<file path="src/rtl/i2c_rx_pkg.sv">
`timescale 1ns/1ps
package i2c_rx_pkg;
    localparam int BYTE_W = 8;
    localparam int ADDR_W = 10;
    localparam logic [4:0] TEN_BIT_PREFIX = 5'b11110;

    typedef enum logic [2:0] {
        ST_IDLE,
        ST_ADDR_HI,
        ST_ADDR_LO,
        ST_RECV,
        ST_SKIP
    } rx_state_t;
endpackage

</file>
<file path="src/rtl/i2c_rx_sync.sv">
`timescale 1ns/1ps
module i2c_rx_sync #(
    parameter int STAGES = 2,
    parameter int LINES  = 2
) (
    input  logic             clk,
    input  logic             rst_n,
    input  logic [LINES-1:0] raw_i,
    output logic [LINES-1:0] sync_o,
    output logic [LINES-1:0] prev_o
);
    for (genvar g = 0; g < LINES; g++) begin : g_line
        logic [STAGES:0] chain;
        always_ff @(posedge clk or negedge rst_n) begin
            if (!rst_n) chain <= '1;
            else        chain <= {chain[STAGES-1:0], raw_i[g]};
        end
        assign sync_o[g] = chain[STAGES-1];
        assign prev_o[g] = chain[STAGES];
    end
endmodule

</file>
<file path="src/rtl/i2c_rx_events.sv">
`timescale 1ns/1ps
module i2c_rx_events (
    input  logic scl_i,
    input  logic sda_i,
    input  logic scl_q_i,
    input  logic sda_q_i,
    output logic scl_rise_o,
    output logic scl_fall_o,
    output logic start_o,
    output logic stop_o
);
    logic scl_steady_hi;
    assign scl_steady_hi = scl_i & scl_q_i;
    assign scl_rise_o = scl_i & ~scl_q_i;
    assign scl_fall_o = ~scl_i & scl_q_i;
    assign start_o    = scl_steady_hi & sda_q_i & ~sda_i;
    assign stop_o     = scl_steady_hi & ~sda_q_i & sda_i;
endmodule

</file>
<file path="src/rtl/i2c_rx_shifter.sv">
`timescale 1ns/1ps
module i2c_rx_shifter #(
    parameter int WIDTH = 8
) (
    input  logic             clk,
    input  logic             rst_n,
    input  logic             clear_i,
    input  logic             shift_i,
    input  logic             bit_i,
    output logic [WIDTH-1:0] byte_nx_o,
    output logic             done_o,
    output logic             ack_slot_o
);
    localparam int CNT_W = $clog2(WIDTH + 1);

    logic [WIDTH-2:0] sr;
    logic [CNT_W-1:0] cnt;

    assign byte_nx_o  = {sr, bit_i};
    assign done_o     = shift_i && (cnt == CNT_W'(WIDTH - 1));
    assign ack_slot_o = (cnt == CNT_W'(WIDTH));

    always_ff @(posedge clk or negedge rst_n) begin
        if (!rst_n) begin
            sr  <= '0;
            cnt <= '0;
        end else if (clear_i) begin
            cnt <= '0;
        end else if (shift_i) begin
            if (cnt == CNT_W'(WIDTH)) begin
                cnt <= '0;
            end else begin
                sr  <= byte_nx_o[WIDTH-2:0];
                cnt <= cnt + 1'b1;
            end
        end
    end
endmodule

</file>
<file path="src/rtl/i2c_slave_rx.sv">
`timescale 1ns/1ps
module i2c_slave_rx
    import i2c_rx_pkg::*;
#(
    parameter int SYNC_STAGES = 2
) (
    input  logic              clk,
    input  logic              rst_n,
    input  logic              scl_in,
    input  logic              sda_in,
    input  logic [ADDR_W-1:0] own_addr,
    input  logic              rd_strobe,
    output logic              sda_pull,
    output logic [BYTE_W-1:0] rx_data,
    output logic              rx_full,
    output logic              overflow,
    output logic              start_seen,
    output logic              stop_seen,
    output logic              ten_bit,
    output logic              addr_match,
    output logic              rw_bit
);
    logic [1:0] line_s, line_q;
    logic scl_s, sda_s, scl_q, sda_q;
    logic scl_rise, scl_fall, start_ev, stop_ev;
    logic [BYTE_W-1:0] byte_nx;
    logic byte_done, ack_slot;
    logic ack_pend, ack_now;
    logic is_pre, pre_hit, hit7, room, store, drop;
    rx_state_t st, st_nx;

    i2c_rx_sync #(.STAGES(SYNC_STAGES), .LINES(2)) i_sync (
        .clk(clk), .rst_n(rst_n), .raw_i({scl_in, sda_in}),
        .sync_o(line_s), .prev_o(line_q)
    );
    assign scl_s = line_s[1];
    assign sda_s = line_s[0];
    assign scl_q = line_q[1];
    assign sda_q = line_q[0];

    i2c_rx_events i_events (
        .scl_i(scl_s), .sda_i(sda_s), .scl_q_i(scl_q), .sda_q_i(sda_q),
        .scl_rise_o(scl_rise), .scl_fall_o(scl_fall),
        .start_o(start_ev), .stop_o(stop_ev)
    );

    i2c_rx_shifter #(.WIDTH(BYTE_W)) i_shift (
        .clk(clk), .rst_n(rst_n), .clear_i(start_ev), .shift_i(scl_rise),
        .bit_i(sda_s), .byte_nx_o(byte_nx), .done_o(byte_done),
        .ack_slot_o(ack_slot)
    );

    // Address decode on the byte being completed
    assign is_pre  = (byte_nx[7:3] == TEN_BIT_PREFIX);
    assign pre_hit = is_pre && (byte_nx[2:1] == own_addr[9:8]) && !byte_nx[0];
    assign hit7    = !is_pre && (byte_nx[7:1] == own_addr[6:0]);
    assign room    = !rx_full || rd_strobe;
    assign store   = byte_done && (st == ST_RECV) && room;
    assign drop    = byte_done && (st == ST_RECV) && !room;

    // State register
    always_ff @(posedge clk or negedge rst_n) begin
        if (!rst_n) st <= ST_IDLE;
        else        st <= st_nx;
    end

    // Next state and acknowledge decision
    always_comb begin
        st_nx   = st;
        ack_now = 1'b0;
        unique case (st)
            ST_IDLE: ;
            ST_ADDR_HI: begin
                if (byte_done) begin
                    if (pre_hit) begin
                        ack_now = 1'b1;
                        st_nx   = ST_ADDR_LO;
                    end else if (hit7) begin
                        ack_now = 1'b1;
                        st_nx   = byte_nx[0] ? ST_SKIP : ST_RECV;
                    end else begin
                        st_nx   = ST_SKIP;
                    end
                end
            end
            ST_ADDR_LO: begin
                if (byte_done) begin
                    if (byte_nx == own_addr[7:0]) begin
                        ack_now = 1'b1;
                        st_nx   = ST_RECV;
                    end else begin
                        st_nx   = ST_SKIP;
                    end
                end
            end
            ST_RECV: ack_now = store;
            ST_SKIP: ;
            default: st_nx = ST_IDLE;
        endcase
        if (stop_ev)  st_nx = ST_IDLE;
        if (start_ev) st_nx = ST_ADDR_HI;
    end

    // Outputs: bus conditions, address status, acknowledge drive
    always_ff @(posedge clk or negedge rst_n) begin
        if (!rst_n) begin
            start_seen <= 1'b0;
            stop_seen  <= 1'b0;
            ten_bit    <= 1'b0;
            addr_match <= 1'b0;
            rw_bit     <= 1'b0;
            ack_pend   <= 1'b0;
            sda_pull   <= 1'b0;
        end else if (start_ev || stop_ev) begin
            start_seen <= start_ev;
            stop_seen  <= stop_ev;
            ten_bit    <= 1'b0;
            addr_match <= 1'b0;
            ack_pend   <= 1'b0;
            sda_pull   <= 1'b0;
        end else begin
            if (byte_done) begin
                ack_pend <= ack_now;
                if (st == ST_ADDR_HI && is_pre) ten_bit <= 1'b1;
                if (st == ST_ADDR_HI && hit7) begin
                    addr_match <= 1'b1;
                    rw_bit     <= byte_nx[0];
                end
                if (st == ST_ADDR_LO && ack_now) begin
                    addr_match <= 1'b1;
                    rw_bit     <= 1'b0;
                end
            end
            if (scl_fall) sda_pull <= ack_slot && ack_pend;
        end
    end

    // Holding register
    always_ff @(posedge clk or negedge rst_n) begin
        if (!rst_n) begin
            rx_data  <= '0;
            rx_full  <= 1'b0;
            overflow <= 1'b0;
        end else begin
            if (store) begin
                rx_data <= byte_nx;
                rx_full <= 1'b1;
            end else if (rd_strobe) begin
                rx_full <= 1'b0;
            end
            if (drop)           overflow <= 1'b1;
            else if (rd_strobe) overflow <= 1'b0;
        end
    end
endmodule

</file>
<file path="config.mk">
export PLATFORM = sky130hd
export DESIGN_NAME = i2c_slave_rx
export DESIGN_NICKNAME = d
export VERILOG_FILES = /design/src/rtl/i2c_rx_pkg.sv /design/src/rtl/i2c_rx_sync.sv /design/src/rtl/i2c_rx_events.sv /design/src/rtl/i2c_rx_shifter.sv /design/src/rtl/i2c_slave_rx.sv
export SDC_FILE = /design/constraint.sdc
export NUM_CORES = 1
export LEC_CHECK = 0
export ABC_AREA = 1
export BUFFER_PORTS_ARGS = -buffer_cell sky130_fd_sc_hd__buf_4
export CAP_MARGIN = 20
export CORE_ASPECT_RATIO = 0.7
export CORE_MARGIN = 4
export CORE_UTILIZATION = 55
export DETAILED_ROUTE_END_ITERATION = 7
export GPL_ROUTABILITY_DRIVEN = 1
export PLACE_DENSITY_LB_ADDON = 0.25
export SLEW_MARGIN = 20
export SYNTH_ARGS = -nofsm -noshare
export SYNTH_HDL_FRONTEND = slang
export SYNTH_SLANG_ARGS = --single-unit
</file>
<file path="constraint.sdc">
create_clock -name clk -period 2.08 [get_ports clk]
set_clock_uncertainty 0.15 [all_clocks]
set_input_delay 0.208 -clock clk [delete_from_list [all_inputs] [get_ports clk]]
set_output_delay 0.208 -clock clk [all_outputs]
set_load 0.01 [all_outputs]
</file>
# After elaboration in Yosys (flattened, before gate mapping)
# Cells that the tools add are included.
# word_totals
ram_bits	0
regBits	37
in_bits	15
latch_bits	0
out_inout_bits	16
romBits	0
n_memories	0
# op_classes
add_sub_neg	1
n_lt_le_gt_ge	0
eq_ne	13
n_bitwise	14
n_shift	0
n_mux	34
n_reduce_logical	32
div_mod_pow	0
n_mul	0
# ops
cell	count
3-bit two-way mux	8
1-bit two-way mux	21
2-bit nonzero test	7
4-bit two-way mux	3
1-bit logical AND	11
3-bit case mux with 3 select lines	1
3-bit AND reduction	3
8-bit equality test	1
4-bit inequality test (second input constant)	2
1-bit bitwise AND	7
7-bit equality test	1
1-bit NOT	7
3-bit by 2-bit equality test with 1-bit output (second input constant)	2
5-bit equality test (second input constant)	1
4-bit by 1-bit adder with 4-bit output (second input constant)	1
4-bit by 3-bit equality test with 1-bit output (second input constant)	1
4-bit equality test (second input constant)	1
1-bit zero test	4
2-bit AND reduction	2
3-bit by 1-bit equality test with 1-bit output (second input constant)	1
3-bit equality test (second input constant)	1
3-bit zero test	1
3-bit by 1-bit inequality test with 1-bit output (second input constant)	1
1-bit case mux with 3 select lines	1
other kinds (4)	5

# Longest topological paths before layout
# depth
word_depth	11
mapped_depth	15

# Cells and area by module
# A second synthesis with hierarchy kept.
# hier_totals
cells_unflattened	237
hier_area_um2	1965.6
# modules_own_cells
mod	instances	cells_per_inst	area_per_inst_um2
i2c_slave_rx	1	151	1176.1
i2c_rx_shifter	1	65	560.5
i2c_rx_sync	1	10	187.7
i2c_rx_events	1	11	41.3

# Worst setup path before layout
# No wires, ideal clock.
# synth_timing
path_type	register -> register
from	register i_shift.cnt[0]
to	register rw_bit
required_ns	1.813
n_path_buf	0
arrival_time_ns	1.374
period_less_slack_ns	1.641
setup_time_ns	0.117
path_stages_with_launch	13
path_slack_ns	0.439
path_cell_list	dfrtp_1 > ha_1 > nand3_2 > nor2_8 > nand2_1 > inv_6 > nand3_2 > nand2_2 > nand2_2 > nand2_2 > nand2_2 > nand2_1 > nand2_1
# synth_via
elab_chain_cells	8
# synth_lines
element	line_no	rtl
start, declared	i2c_rx_shifter.sv:17	logic [CNT_W-1:0] cnt;
start signal, assigned	i2c_rx_shifter.sv:34	cnt <= cnt + 1'b1;
4-bit by 3-bit equality test with 1-bit output (*)	i2c_rx_shifter.sv:20	assign done_o = shift_i && (cnt == CNT_W'(WIDTH - 1));
1-bit logical AND (*)	i2c_rx_shifter.sv:20	
1-bit logical AND (2 in a row)	i2c_slave_rx.sv:58	assign store = byte_done && (st == ST_RECV) && room;
1-bit case mux with 3 select lines	i2c_slave_rx.sv:71	unique case (st)
1-bit logical AND	i2c_slave_rx.sv:129	if (st == ST_ADDR_LO && ack_now) begin
2-bit nonzero test (no line)	-	
3-bit AND reduction (no line)	-	
end signal, assigned	i2c_slave_rx.sv:127	rw_bit <= byte_nx[0];
end, declared	i2c_slave_rx.sv:21	output logic rw_bit
# Every way passes the cells marked *; elsewhere a longest branch is shown, timed or not.
# A chain may end at the register's enable or synchronous reset.

# Final worst setup path
# Ends and elaborated chain as after synthesis.

==> metrics <==
share of cells above drive strength 1=0.2803; Power Density=799.2 nW/um^2; io pins=31; CP max stage cell=dfrtp_1; run status=finished, final reports clean; commonest cells in the synthesized netlist=64 x nand2_1, 31 x dfrtp_1, 21 x inv_1, 12 x o21ai_1; synthesis-to-finish area growth=20.30%; FMAX=0.5609 GHz; CTS root buf=clkbuf_8; max-cap violation count=0; Net Count, Synth=242; worst path buffer plus inverter count=0; largest net degree at the start of global routing=38; CP Data Required Time=2.11 ns; most common cell in the netlist=nand2_1; CTS max path bufs=2; slew of the pin with the lowest slew margin=0.4847 ns; TritonCTS clock tree=built; WHS=0.04803 ns; Port Buffer Count=30; Residual DRC=0; worst min-delay path class=in -> reg; Post-synth ARST share=1.000; Num CTS Buffers=5; DR pass1 iterations=4; VDD IR-drop max=0.4362 mV; combinational share of power=0.232; Via Count=1515; # hold bufs at CTS=3; CTS H-tree depth=2; RSZ-0062 raised after global routing=no; cells resized by post-CTS repair=0; Final #Nets=280; n_diodes=0; Yosys top cell area share=0.4074; Crit. End Element=flip-flop; Synth Flop Type=dfrtp_1; Final setup viols=0; Die Ht=57.23 microns; Cell Area, Synth=1904 sq um; total track usage=0.1883; CP max stage delay=0.39 ns; worst skew pair latency=0.28 ns; DR vias/cell=4.871; P_leak=1.150 nW; CP delay by family, top=simple AND/OR/NAND/NOR gates; TNS Setup=0 ns; DP Cell Count=300; vias in the first global route=1452; hpwl dp=2826 microns; area leader, netlist=dfrtp_1; critical path data arrival time=1.81 ns; Synth Register Bits=37; Synth area leaders=dfrtp_1 41%, nand2_1 13%, dfstp_2 8.3%; Overflow after GRT=0; Seq pwr share=0.506; fillers=273; cell chain of the critical path=ha_1, nand3_2, nor2_8, nand3_4, nand2_2, nand2_2, nand2_2, nand2_2, nand2_1, nand2_1; CP startpoint kind=flip-flop; first-pass GRT wire length=6568 microns; area of the multi-input gates=833.3 sq um; final WL=3780 microns; antenna violations before repair=0; syn avg cell area=8.464 sq um; Initial Utilization=0.5890; Tcrit/Tclk final=0.8572; final hold violation count=0; synth warn=0; Sw Share=0.3290; Site Rows=17; non-filler cells, final=311; Mapped Cells=225; Clock Power Share=0.262; CP dominant cell by count=nand2_2; register area=933.4 sq um; Slew HR=0.6761; Finished Cell Area=2291 sq um; antenna-violating nets left=0; cell-internal power=1.229 mW; Tmin final=1.783 ns; critical path type=reg -> reg; Yosys cell types=30; core area=3233 sq um; Die W=78.33 microns; placed instance area=2181 sq um; clock-pin slew on the worst setup and hold paths=0.07 ns; Initial DRC Count=51; Post-synth EDFFs=0; register area share after synthesis=0.4901; routability cong.=0.8311; drt wl/cell=12.15 microns; Switching Power=0.6023 mW; CP Max Fanout=16; die area=4483 sq um; clk sink count=37; Slew Limit Fails=0; Post-CTS Setup Bufs=0
-- registers in the layout (all words and copies together) (netlist names) --
name,flops
rx_data,8
stop_seen,1
ten_bit,1
rx_full,1
start_seen,1
overflow,1
st,3
ack_pend,1
i_sync.g_line.chain,6
sda_pull,1
i_shift.cnt,4
i_shift.sr,7
rw_bit,1
addr_match,1
-- area by class of cell --
cell class	count	share of cell area
inverters	33	0.05680
repair buffers	33	0.1114
flip-flops and latches	37	0.4074
clock buffers	8	0.03495
multi-input cells	153	0.3637
well taps	47	0.02567
-- routing by layer --
metal	vias up	part of all wire	global-route usage
met1	693	0.53	0.2756
li1	784	-	-
met3	5	0.048	0.05363
met5	-	0	0
met4	0	0.0077	0.05237
met2	33	0.41	0.2744
-- cells by family after synthesis --
kind of cell             synth area share
adder cells (fa/ha/maj)           0.01314
XOR/XNOR                          0.05519
AND/OR/NAND/NOR                    0.2694
flip-flops                         0.4901
AO/OA/AOI/OAI                     0.08870
multiplexers                      0.01117
buffers and inverters             0.07228
-- final timing paths --
path                       cells past startpoint  slack, ns                                   to                                 from
hold / removal                                 3       0.05                 overflow$_DFFE_PN0P_                            rd_strobe
setup reg to reg                              10       0.30                   rw_bit$_DFFE_PN0P_           i_shift.cnt[0]$_DFFE_PN0P_
hold reg to reg                                0       0.21  i_sync.g_line[0].chain[1]$_DFF_PN1_  i_sync.g_line[0].chain[0]$_DFF_PN1_
setup / recovery                              10       0.30                   rw_bit$_DFFE_PN0P_           i_shift.cnt[0]$_DFFE_PN0P_
max in group asynchronous                      2       1.17  i_sync.g_line[0].chain[1]$_DFF_PN1_                                rst_n
min in group asynchronous                      2       0.27           i_shift.cnt[0]$_DFFE_PN0P_                                rst_n
-- per-stage QoR --
step / power, mW / setup slack, ns / util
2_1_floorplan: 1.224 / 0.4392 / -
3_3_place_gp: 1.340 / 0.3429 / 0.6745
3_5_place_dp: 1.355 / 0.2711 / 0.6745
4_1_cts: 1.845 / 0.2763 / 0.7086
5_1_grt: 1.952 / 0.1116 / 0.7086
6_report: 1.831 / 0.2971 / 0.7086
-- tightest hold or removal path: stages --
cell and delay (ns):
buf_4 0.08, inv_1 0.04, o2bb2ai_1 0.12
-- cell usage in the layout, fill, tap and decap left out, drive strengths merged, types with 3 or more instances in the layout --
cell,n
nor3,3
nand3,11
a21oi,5
inv,32
nand2,73
dfrtp,31
dfstp,6
dlygate4sd3,3
clkbuf,8
buf,30
o21ai,23
xor2,4
xnor2,8
nor2,16
-- power by group through the flow --
stage	Combinational [mW]	Clock [mW]	Sequential (mW)
after floorplan	0.310	0	0.915
after global placement	0.406	0	0.934
after detailed placement	0.418	0	0.937
after CTS	0.427	0.492	0.926
after global routing	0.486	0.521	0.945
final	0.425	0.480	0.927
Note: power is estimated with default switching activity, not from simulation.
